## src/rtl/wdog_pkg.sv

```systemverilog
package wdog_pkg;

  localparam int REG_AW = 8;
  localparam int REG_DW = 32;

  // Offsets and bit positions that software decodes
  localparam logic [REG_AW-1:0] OFS_STATUS = 8'h00;
  localparam logic [REG_AW-1:0] OFS_CTRL   = 8'h20;
  localparam logic [REG_AW-1:0] OFS_LOAD   = 8'h24;

  localparam int BIT_CAUSE   = 1;
  localparam int BIT_ENABLE  = 7;
  localparam int BIT_RESTART = 9;
  localparam int PRESC_LSB   = 16;

  typedef enum logic [1:0] {
    SEL_NONE,
    SEL_STATUS,
    SEL_CTRL,
    SEL_LOAD
  } reg_sel_e;

  function automatic reg_sel_e wdog_decode(input logic [REG_AW-1:0] addr);
    reg_sel_e sel;
    unique case (addr)
      OFS_STATUS: sel = SEL_STATUS;
      OFS_CTRL:   sel = SEL_CTRL;
      OFS_LOAD:   sel = SEL_LOAD;
      default:    sel = SEL_NONE;
    endcase
    return sel;
  endfunction

endpackage

```

## src/rtl/wdog_regs.sv

```systemverilog
module wdog_regs
  import wdog_pkg::*;
#(
  parameter int PRESC_W   = 16,
  parameter int CNT_W     = 16,
  parameter int PRESC_RST = 1
) (
  input  logic              clk,
  input  logic              rst_n,
  input  logic [REG_AW-1:0] reg_addr,
  input  logic              reg_we,
  input  logic [REG_DW-1:0] reg_wdata,
  output logic [REG_DW-1:0] reg_rdata,
  input  logic              expire_i,
  output logic              en_o,
  output logic [PRESC_W-1:0] presc_o,
  output logic [CNT_W-1:0]  load_o,
  output logic              cause_o,
  output logic              restart_o,
  output logic              en_rise_o
);

  reg_sel_e sel;
  logic wr_status, wr_ctrl, wr_load, clr_cause;

  logic              en_q;
  logic [PRESC_W-1:0] presc_q;
  logic [CNT_W-1:0]  load_q;
  logic              cause_q;

  always_comb begin
    sel       = wdog_decode(reg_addr);
    wr_status = reg_we && (sel == SEL_STATUS);
    wr_ctrl   = reg_we && (sel == SEL_CTRL);
    wr_load   = reg_we && (sel == SEL_LOAD);
  end

  assign restart_o = wr_status && reg_wdata[BIT_RESTART];
  assign clr_cause = wr_status && reg_wdata[BIT_CAUSE];
  assign en_rise_o = wr_ctrl && reg_wdata[BIT_ENABLE] && !en_q;

  // Enable: expiry takes priority over a same-cycle control write
  always_ff @(posedge clk or negedge rst_n) begin
    if (!rst_n) begin
      en_q <= 1'b0;
    end else if (expire_i) begin
      en_q <= 1'b0;
    end else if (wr_ctrl) begin
      en_q <= reg_wdata[BIT_ENABLE];
    end
  end

  always_ff @(posedge clk or negedge rst_n) begin
    if (!rst_n) begin
      presc_q <= PRESC_W'(PRESC_RST);
    end else if (wr_ctrl) begin
      presc_q <= reg_wdata[PRESC_LSB +: PRESC_W];
    end
  end

  always_ff @(posedge clk or negedge rst_n) begin
    if (!rst_n) begin
      load_q <= '1;
    end else if (wr_load) begin
      load_q <= reg_wdata[CNT_W-1:0];
    end
  end

  // Sticky cause flag: set on expiry, cleared by write-one
  always_ff @(posedge clk or negedge rst_n) begin
    if (!rst_n) begin
      cause_q <= 1'b0;
    end else if (expire_i) begin
      cause_q <= 1'b1;
    end else if (clr_cause) begin
      cause_q <= 1'b0;
    end
  end

  always_comb begin
    reg_rdata = '0;
    unique case (sel)
      SEL_STATUS: reg_rdata[BIT_CAUSE] = cause_q;
      SEL_CTRL: begin
        reg_rdata[BIT_ENABLE]             = en_q;
        reg_rdata[PRESC_LSB +: PRESC_W]   = presc_q;
      end
      SEL_LOAD:   reg_rdata[CNT_W-1:0]    = load_q;
      default:    reg_rdata = '0;
    endcase
  end

  assign en_o    = en_q;
  assign presc_o = presc_q;
  assign load_o  = load_q;
  assign cause_o = cause_q;

endmodule

```

## src/rtl/wdog_prescaler.sv

```systemverilog
module wdog_prescaler #(
  parameter int PRESC_W = 16
) (
  input  logic               clk,
  input  logic               rst_n,
  input  logic               en_i,
  input  logic               tick_i,
  input  logic [PRESC_W-1:0] presc_i,
  input  logic               clear_i,
  output logic               step_o
);

  localparam int DIV_W = PRESC_W + 1;

  // True when this tick completes a prescaler period (period 0 acts as 1)
  function automatic logic period_done(input logic [PRESC_W-1:0] div,
                                       input logic [PRESC_W-1:0] presc);
    logic [DIV_W-1:0] next_div;
    logic [DIV_W-1:0] limit;
    next_div = DIV_W'(div) + DIV_W'(1);
    limit    = (presc == '0) ? DIV_W'(1) : DIV_W'(presc);
    return next_div >= limit;
  endfunction

  logic [PRESC_W-1:0] div_q;
  logic               advance;
  logic               wrap;

  assign advance = en_i && tick_i;
  assign wrap    = period_done(div_q, presc_i);
  assign step_o  = advance && wrap;

  always_ff @(posedge clk or negedge rst_n) begin
    if (!rst_n) begin
      div_q <= '0;
    end else if (clear_i) begin
      div_q <= '0;
    end else if (advance) begin
      div_q <= wrap ? '0 : div_q + PRESC_W'(1);
    end
  end

endmodule

```

## src/rtl/wdog_counter.sv

```systemverilog
module wdog_counter #(
  parameter int CNT_W = 16
) (
  input  logic             clk,
  input  logic             rst_n,
  input  logic             en_i,
  input  logic             step_i,
  input  logic             restart_i,
  input  logic [CNT_W-1:0] load_i,
  output logic [CNT_W-1:0] cnt_o,
  output logic             expire_o
);

  logic [CNT_W-1:0] cnt_q;

  assign expire_o = en_i && (cnt_q == '0);

  always_ff @(posedge clk or negedge rst_n) begin
    if (!rst_n) begin
      cnt_q <= '1;
    end else if (restart_i) begin
      cnt_q <= load_i;
    end else if (step_i && !expire_o) begin
      cnt_q <= cnt_q - CNT_W'(1);
    end
  end

  assign cnt_o = cnt_q;

endmodule

```

## src/rtl/wdog_rstgen.sv

```systemverilog
module wdog_rstgen #(
  parameter int PULSE_LEN = 16
) (
  input  logic clk,
  input  logic rst_n,
  input  logic fire_i,
  output logic rst_o
);

  localparam int PW = $clog2(PULSE_LEN + 1);

  logic [PW-1:0] left_q;

  always_ff @(posedge clk or negedge rst_n) begin
    if (!rst_n) begin
      left_q <= '0;
    end else if (fire_i) begin
      left_q <= PW'(PULSE_LEN);
    end else if (left_q != '0) begin
      left_q <= left_q - PW'(1);
    end
  end

  assign rst_o = (left_q != '0);

endmodule

```

## src/rtl/wdog_timer.sv

```systemverilog
module wdog_timer
  import wdog_pkg::*;
#(
  parameter int PRESC_W   = 16,
  parameter int CNT_W     = 16,
  parameter int PULSE_LEN = 16,
  parameter int PRESC_RST = 1
) (
  input  logic              clk,
  input  logic              rst_n,
  input  logic [REG_AW-1:0] reg_addr,
  input  logic              reg_we,
  input  logic [REG_DW-1:0] reg_wdata,
  output logic [REG_DW-1:0] reg_rdata,
  input  logic              tick_i,
  output logic              wdt_rst_o
);

  // Named internal events, visible to the bound checker
  logic               en_w;
  logic [PRESC_W-1:0] presc_w;
  logic [CNT_W-1:0]   load_w;
  logic               cause_w;
  logic               restart_w;
  logic               en_rise_w;
  logic               step_w;
  logic [CNT_W-1:0]   cnt_w;
  logic               expire_w;
  logic               phase_clr_w;

  assign phase_clr_w = restart_w || en_rise_w;

  wdog_regs #(
    .PRESC_W  (PRESC_W),
    .CNT_W    (CNT_W),
    .PRESC_RST(PRESC_RST)
  ) u_regs (
    .clk      (clk),
    .rst_n    (rst_n),
    .reg_addr (reg_addr),
    .reg_we   (reg_we),
    .reg_wdata(reg_wdata),
    .reg_rdata(reg_rdata),
    .expire_i (expire_w),
    .en_o     (en_w),
    .presc_o  (presc_w),
    .load_o   (load_w),
    .cause_o  (cause_w),
    .restart_o(restart_w),
    .en_rise_o(en_rise_w)
  );

  wdog_prescaler #(
    .PRESC_W(PRESC_W)
  ) u_presc (
    .clk    (clk),
    .rst_n  (rst_n),
    .en_i   (en_w),
    .tick_i (tick_i),
    .presc_i(presc_w),
    .clear_i(phase_clr_w),
    .step_o (step_w)
  );

  wdog_counter #(
    .CNT_W(CNT_W)
  ) u_cnt (
    .clk      (clk),
    .rst_n    (rst_n),
    .en_i     (en_w),
    .step_i   (step_w),
    .restart_i(restart_w),
    .load_i   (load_w),
    .cnt_o    (cnt_w),
    .expire_o (expire_w)
  );

  wdog_rstgen #(
    .PULSE_LEN(PULSE_LEN)
  ) u_rstgen (
    .clk   (clk),
    .rst_n (rst_n),
    .fire_i(expire_w),
    .rst_o (wdt_rst_o)
  );

endmodule

```

## config.mk

```make
export PLATFORM = sky130hd
export DESIGN_NAME = wdog_timer
export DESIGN_NICKNAME = d
export VERILOG_FILES = /design/src/rtl/wdog_pkg.sv /design/src/rtl/wdog_regs.sv /design/src/rtl/wdog_prescaler.sv /design/src/rtl/wdog_counter.sv /design/src/rtl/wdog_rstgen.sv /design/src/rtl/wdog_timer.sv
export SDC_FILE = /design/constraint.sdc
export NUM_CORES = 1
export LEC_CHECK = 0
export BUFFER_PORTS_ARGS = -buffer_cell sky130_fd_sc_hd__buf_2
export CORE_UTILIZATION = 46
export CTS_CLUSTER_DIAMETER = 50
export DETAILED_ROUTE_END_ITERATION = 10
export GPL_ROUTABILITY_DRIVEN = 1
export PLACE_DENSITY = 0.79
export SETUP_SLACK_MARGIN = 0.1
export SYNTH_ARGS = -nofsm -noshare
export SYNTH_HDL_FRONTEND = slang
export SYNTH_SLANG_ARGS = --single-unit
export TNS_END_PERCENT = 30
```

## constraint.sdc

```tcl
create_clock -name clk -period 3.5 [get_ports clk]
set_input_delay 0.175 -clock clk [delete_from_list [all_inputs] [get_ports clk]]
set_output_delay 0.175 -clock clk [all_outputs]
set_load 0.05 [all_outputs]
```

# Word level (Yosys, flattened, before mapping)
# Cells that the tools add are included.
# op_classes
add_sub_neg,4
n_eq_ne,5
reduce_logical,23
n_mux,19
order_cmp,1
# ops
cell,count
$mux 16,7
$logic_not 16->1,2
$add 16x1->17 const B,1
$ge 17x17->1,1
$add 16x1->16 const B,1
$eq 8x6->1 const B,2
$sub 16x1->16 const B,1
$mux 5,3
$logic_and 1x1->1,11
$reduce_bool 2->1,5
$logic_not 8->1,1
$mux 8,1
$pmux 2 s3,1
$mux 1,5
$reduce_bool 5->1,1
$sub 5x1->5 const B,1
$eq 2x2->1 const B,2
$pmux 1 s2,2
$eq 2x1->1 const B,1
$logic_not 1->1,2
$logic_or 1x1->1,1
# totals
ff_bits,71
out_inout_bits,33
wordCells,59

# Logic depth before layout (Yosys ltp)
# depth
depth_word,8
ltp_mapped,15

# Cells and area by module
# From an unflattened synthesis, not the netlist that was laid out.
# unflattened
hier_cells,468
hier_area_um2,4759.6
# by_module_without_submodules
module,cells_per_inst,area_each_um2,seq_area_each_um2,instances
wdog_prescaler,183,1685.4,400.4,1
wdog_regs,128,1682.9,872.1,1
wdog_counter,131,1123.6,420.4,1
wdog_rstgen,25,261.5,125.1,1
wdog_timer,1,6.3,0.0,1

# Worst setup path before layout
# No wires, ideal clock.
# synth_path
path_type,reg2reg
start,reg u_presc.div_q[2]
end,reg u_presc.div_q[0]
slack_ns,0.573
period_less_slack_ns,2.927
setup_time_ns,0.072
n_path_buf,1
path_stages_with_launch,15
arrival_time_ns,2.854
path_cell_list,dfrtp_1 and3_1 and4_1 nand2_1 nor3_1 xor2_1 ha_1 nand3_1 nor2_1 o211ai_1 o2111ai_2 buf_2 nor2_2 mux2i_1 nor2_1
# synth_between
elab_chain_cells,5
# synth_lines
element,line_no,rtl
start: declaration,wdog_prescaler.sv:25,logic [PRESC_W-1:0] div_q;
start signal: assignment,wdog_prescaler.sv:39,div_q <= wrap ? '0 : div_q + PRESC_W'(1);
$add 16x1->17,wdog_prescaler.sv:20,next_div = DIV_W'(div) + DIV_W'(1);
$ge 17x17->1,wdog_prescaler.sv:22,return next_div >= limit;
$mux 16,wdog_prescaler.sv:39,
$mux 16,wdog_prescaler.sv:38,end else if (advance) begin
$mux 16,wdog_prescaler.sv:36,end else if (clear_i) begin
# No other way between the ends. The select of a mux whose other input is x is not followed.
# A chain may end at the register's enable or synchronous reset.

# Worst setup path in the final report
# layout_path
start,reg u_presc.div_q[2]
end,reg u_cnt.cnt_q[4] (netlist: u_cnt.cnt_o[4])
# layout_between
elab_chain_cells,5
# layout_lines
element,line_no,rtl
$add 16x1->17,wdog_prescaler.sv:20,
$ge 17x17->1,wdog_prescaler.sv:22,
$logic_and 1x1->1,wdog_prescaler.sv:31,assign step_o = advance && wrap;
$logic_and 1x1->1,wdog_counter.sv:23,end else if (step_i && !expire_o) begin
$reduce_bool 2->1 (no source line),-,
end signal: assignment,wdog_counter.sv:22,cnt_q <= load_i;
end signal: assignment,wdog_counter.sv:24,cnt_q <= cnt_q - CNT_W'(1);
end: declaration,wdog_counter.sv:14,logic [CNT_W-1:0] cnt_q;
# No other way between the ends.

==> flow_summary.json <==
{
  "antenna_found_initial": 0,
  "synth_warnings": 0,
  "type_of_the_tightest_min_delay_check": "primary input to flop",
  "io_pins": 77,
  "vias": 3387,
  "via_count_of_the_first_global_routing_pass": 3472,
  "die_width_um": 97.0,
  "cts_root_buf": "sky130_fd_sc_hd__clkbuf_8",
  "syn2layout_area_growth_pct": 17.9,
  "place_congestion": 0.867,
  "synth.lib_cells_used.distinct": 55,
  "cp_data_required_time_ns": 3.79,
  "final_nets": 559,
  "placement.io_buffers": 76,
  "vdd_ir_drop_max_uv": 288,
  "tritoncts": "yes",
  "report.final.setup_viol": 0,
  "period_share": 0.913,
  "drtIter0Drc": 214,
  "synthesis.area_um2": 4150,
  "worst_clock_skew_ns": 0.00726,
  "post_dp_cell_area_um2": 4610,
  "clock_tree.buffer_depth": 2,
  "finalCoreUtilization": 0.561,
  "detail_route.drc_violations": 0,
  "die_y_um": 97.0,
  "dpl.hpwl_um": 6840,
  "die-area_um2": 9410,
  "synth_edf_count": 0,
  "synth_seq_cells": 71,
  "gr-total-overflow": 0,
  "core.rowCount": 34,
  "final.min_clock_period_ns": 3.20,
  "clk_latency_ns": 0.36,
  "setup_tns_ns": 0,
  "route.detailed.vias_per_inst": 5.57,
  "crit_type": "flop to flop",
  "h-tree-depth": 3,
  "fin_area_um2": 4890,
  "wl_um": 9260,
  "syn_inst": 420,
  "layout-drive-gt1-share": 0.340,
  "ant_nets": 0,
  "diodes": 0,
  "timing.critical_path.from_type": "flop",
  "power.leakage_uw": 0.00227,
  "ys_async_sr_fraction": 1.00,
  "cts-buffers-inserted": 9,
  "worst_pin_slew_ns": 0.988,
  "maximum_number_of_pins_on_one_net_before_global_route_repair": 48,
  "maxSlewHeadroom": 0.332,
  "worst_ep_arrival_time_ns": 3.48,
  "total_clock_sinks": 71,
  "floorplan.core_area_um2": 8720,
  "final-hold-violation-count": 0,
  "gr-usage-all-layers": 0.209,
  "postSynth.topFlopCell": "sky130_fd_sc_hd__dfrtp_1",
  "status": "finished, final reports clean",
  "initial_core_utilization": 0.476,
  "finalMaxSlewViolations": 0,
  "grt_pass1_wl_um": 16000,
  "unrepaired_setup_endpoints_after_global_routing": "yes",
  "clock.fmax_mhz": 313,
  "seq_area_frac_synth": 0.438,
  "critical_path.endpoint_type": "flop",
  "avg_inst_size_synth_um2": 9.88,
  "router_iterations_before_antenna_repair": 4,
  "routedWlPerCell_um": 15.2,
  "synth_fp_nets": 484,
  "power.density_cell_area_nw_per_um2": 515,
  "post-layout-total-power_uw": 2520,
  "critical_path.max_fanout": 8,
  "clk_pin_slew_worst_paths_ns": 0.08,
  "max-cap-violations": 0
}
-- cells in the final DEF (no fill, tap or decap), types with 5 or more instances in the layout --
cell type	n
sky130_fd_sc_hd__a22oi_1	9
sky130_fd_sc_hd__xnor2_1	13
sky130_fd_sc_hd__clkbuf_8	10
sky130_fd_sc_hd__nand4_1	10
sky130_fd_sc_hd__xor2_1	15
sky130_fd_sc_hd__mux2_2	22
sky130_fd_sc_hd__nor3_1	25
sky130_fd_sc_hd__buf_2	76
sky130_fd_sc_hd__a21oi_1	9
sky130_fd_sc_hd__o21ai_1	6
sky130_fd_sc_hd__mux2_1	10
sky130_fd_sc_hd__dfstp_2	33
sky130_fd_sc_hd__nand2_1	27
sky130_fd_sc_hd__o21ai_0	15
sky130_fd_sc_hd__nand3_1	18
sky130_fd_sc_hd__dfrtp_1	37
sky130_fd_sc_hd__and2_1	16
sky130_fd_sc_hd__nor2_1	31
sky130_fd_sc_hd__nor4_1	5
sky130_fd_sc_hd__ha_1	20
sky130_fd_sc_hd__inv_1	25
-- Yosys cell counts, drive strengths merged, types with 8 or more instances --
| cell type | count | area (µm²) |
|---|---|---|
| dfstp | 33 | 867 |
| nor3 | 27 | 140 |
| xnor2 | 13 | 114 |
| nand4 | 10 | 62.6 |
| nor2 | 34 | 130 |
| ha | 20 | 250 |
| clkbuf | 8 | 30.0 |
| buf | 8 | 46.3 |
| inv | 25 | 93.8 |
| o21ai | 21 | 105 |
| and2 | 16 | 100 |
| a21oi | 11 | 62.6 |
| nand2 | 28 | 108 |
| xor2 | 15 | 131 |
| mux2 | 32 | 360 |
| a22oi | 9 | 67.6 |
| dfrtp | 38 | 951 |
| nand3 | 20 | 105 |
-- final timing paths --
check | start | end | depth (start not counted) | slack, ns
worst max-delay path | u_presc.div_q[2] | u_cnt.cnt_o[4] | 13 | 0.30
min in group asynchronous | rst_n | u_presc.div_q[13] | 2 | 0.33
worst max register to register | u_presc.div_q[2] | u_cnt.cnt_o[4] | 13 | 0.30
worst min register to register | u_regs.load_o[15] | u_cnt.cnt_o[15] | 2 | 0.48
worst min-delay path | reg_wdata[12] | u_regs.load_o[12] | 2 | 0.03
max in group asynchronous | rst_n | u_presc.div_q[3] | 3 | 2.17
-- registers in the layout (all words and copies together), names as in the netlist --
register and cells:
u_rstgen.left_q 5, u_presc.div_q 16, u_cnt.cnt_o 16, u_regs.presc_o 16, u_regs.en_o 1, u_regs.cause_o 1, u_regs.load_o 16
-- power breakdown --
part / switching (µW) / internal, µW / total [µW]
logic: 392 / 302 / 694
registers: 113 / 987 / 1100
clock network: 330 / 396 / 726
-- cell type report --
class / instances / area (µm²)
clock buffer: 11 / 163
clock inverter: 5 / 60.1
fill: 759 / 3830
inverter: 25 / 93.8
multi-input combinational: 308 / 2210
sequential: 71 / 1820
tap: 108 / 135
timing repair buffer: 80 / 413
-- timing repair --
action	4_1_cts	5_1_grt
endpoints found under the setup margin	0	31
hold endpoints to repair	23	0
gates resized for setup	0	12
hold buffers	1	0
setup buffers	0	0
-- metrics by stage --
stage,setup slack (ns),hold WS [ns],instances
2_1_floorplan,0.573,-0.121,420
3_3_place_gp,0.327,0.196,591
3_5_place_dp,0.261,0.198,591
4_1_cts,0.209,0.0193,608
5_1_grt,0.0376,0.0138,608
6_report,0.303,0.0276,608
-- cell families (layout without fill, tap and decap cells) --
kind of cell	after synthesis	after routing	synth area share
flops	71	71	0.438
mux	34	34	0.0917
fa+ha+maj	20	20	0.0603
simple gates	165	165	0.215
buf+inv	41	121	0.0410
xor+xnor	28	28	0.0591
compound gates	61	61	0.0947
-- critical path, cell delays in order (launching register included) --
cell and delay [ns]:
sky130_fd_sc_hd__dfrtp_1 0.43, sky130_fd_sc_hd__and3_2 0.26, sky130_fd_sc_hd__and4_2 0.30, sky130_fd_sc_hd__nand2_1 0.14, sky130_fd_sc_hd__nor3_4 0.19, sky130_fd_sc_hd__xor2_1 0.09, sky130_fd_sc_hd__ha_1 0.30, sky130_fd_sc_hd__nand3_1 0.14
sky130_fd_sc_hd__nor2_1 0.13, sky130_fd_sc_hd__o211ai_1 0.14, sky130_fd_sc_hd__o2111ai_4 0.22, sky130_fd_sc_hd__nand3_2 0.19, sky130_fd_sc_hd__or4_1 0.42, sky130_fd_sc_hd__a31oi_1 0.17
-- routing by layer --
metal  global-route usage  wire [µm]  vias to the layer above  part of all wire
met5                    0          0                        -                 0
met3               0.0462        502                       22             0.054
met4               0.0930        195                        0             0.021
met1                0.259       3970                     1613              0.43
li1                     -          -                     1647                 -
met2                0.350       4590                      105              0.50
(Power assumes the default switching activity.)
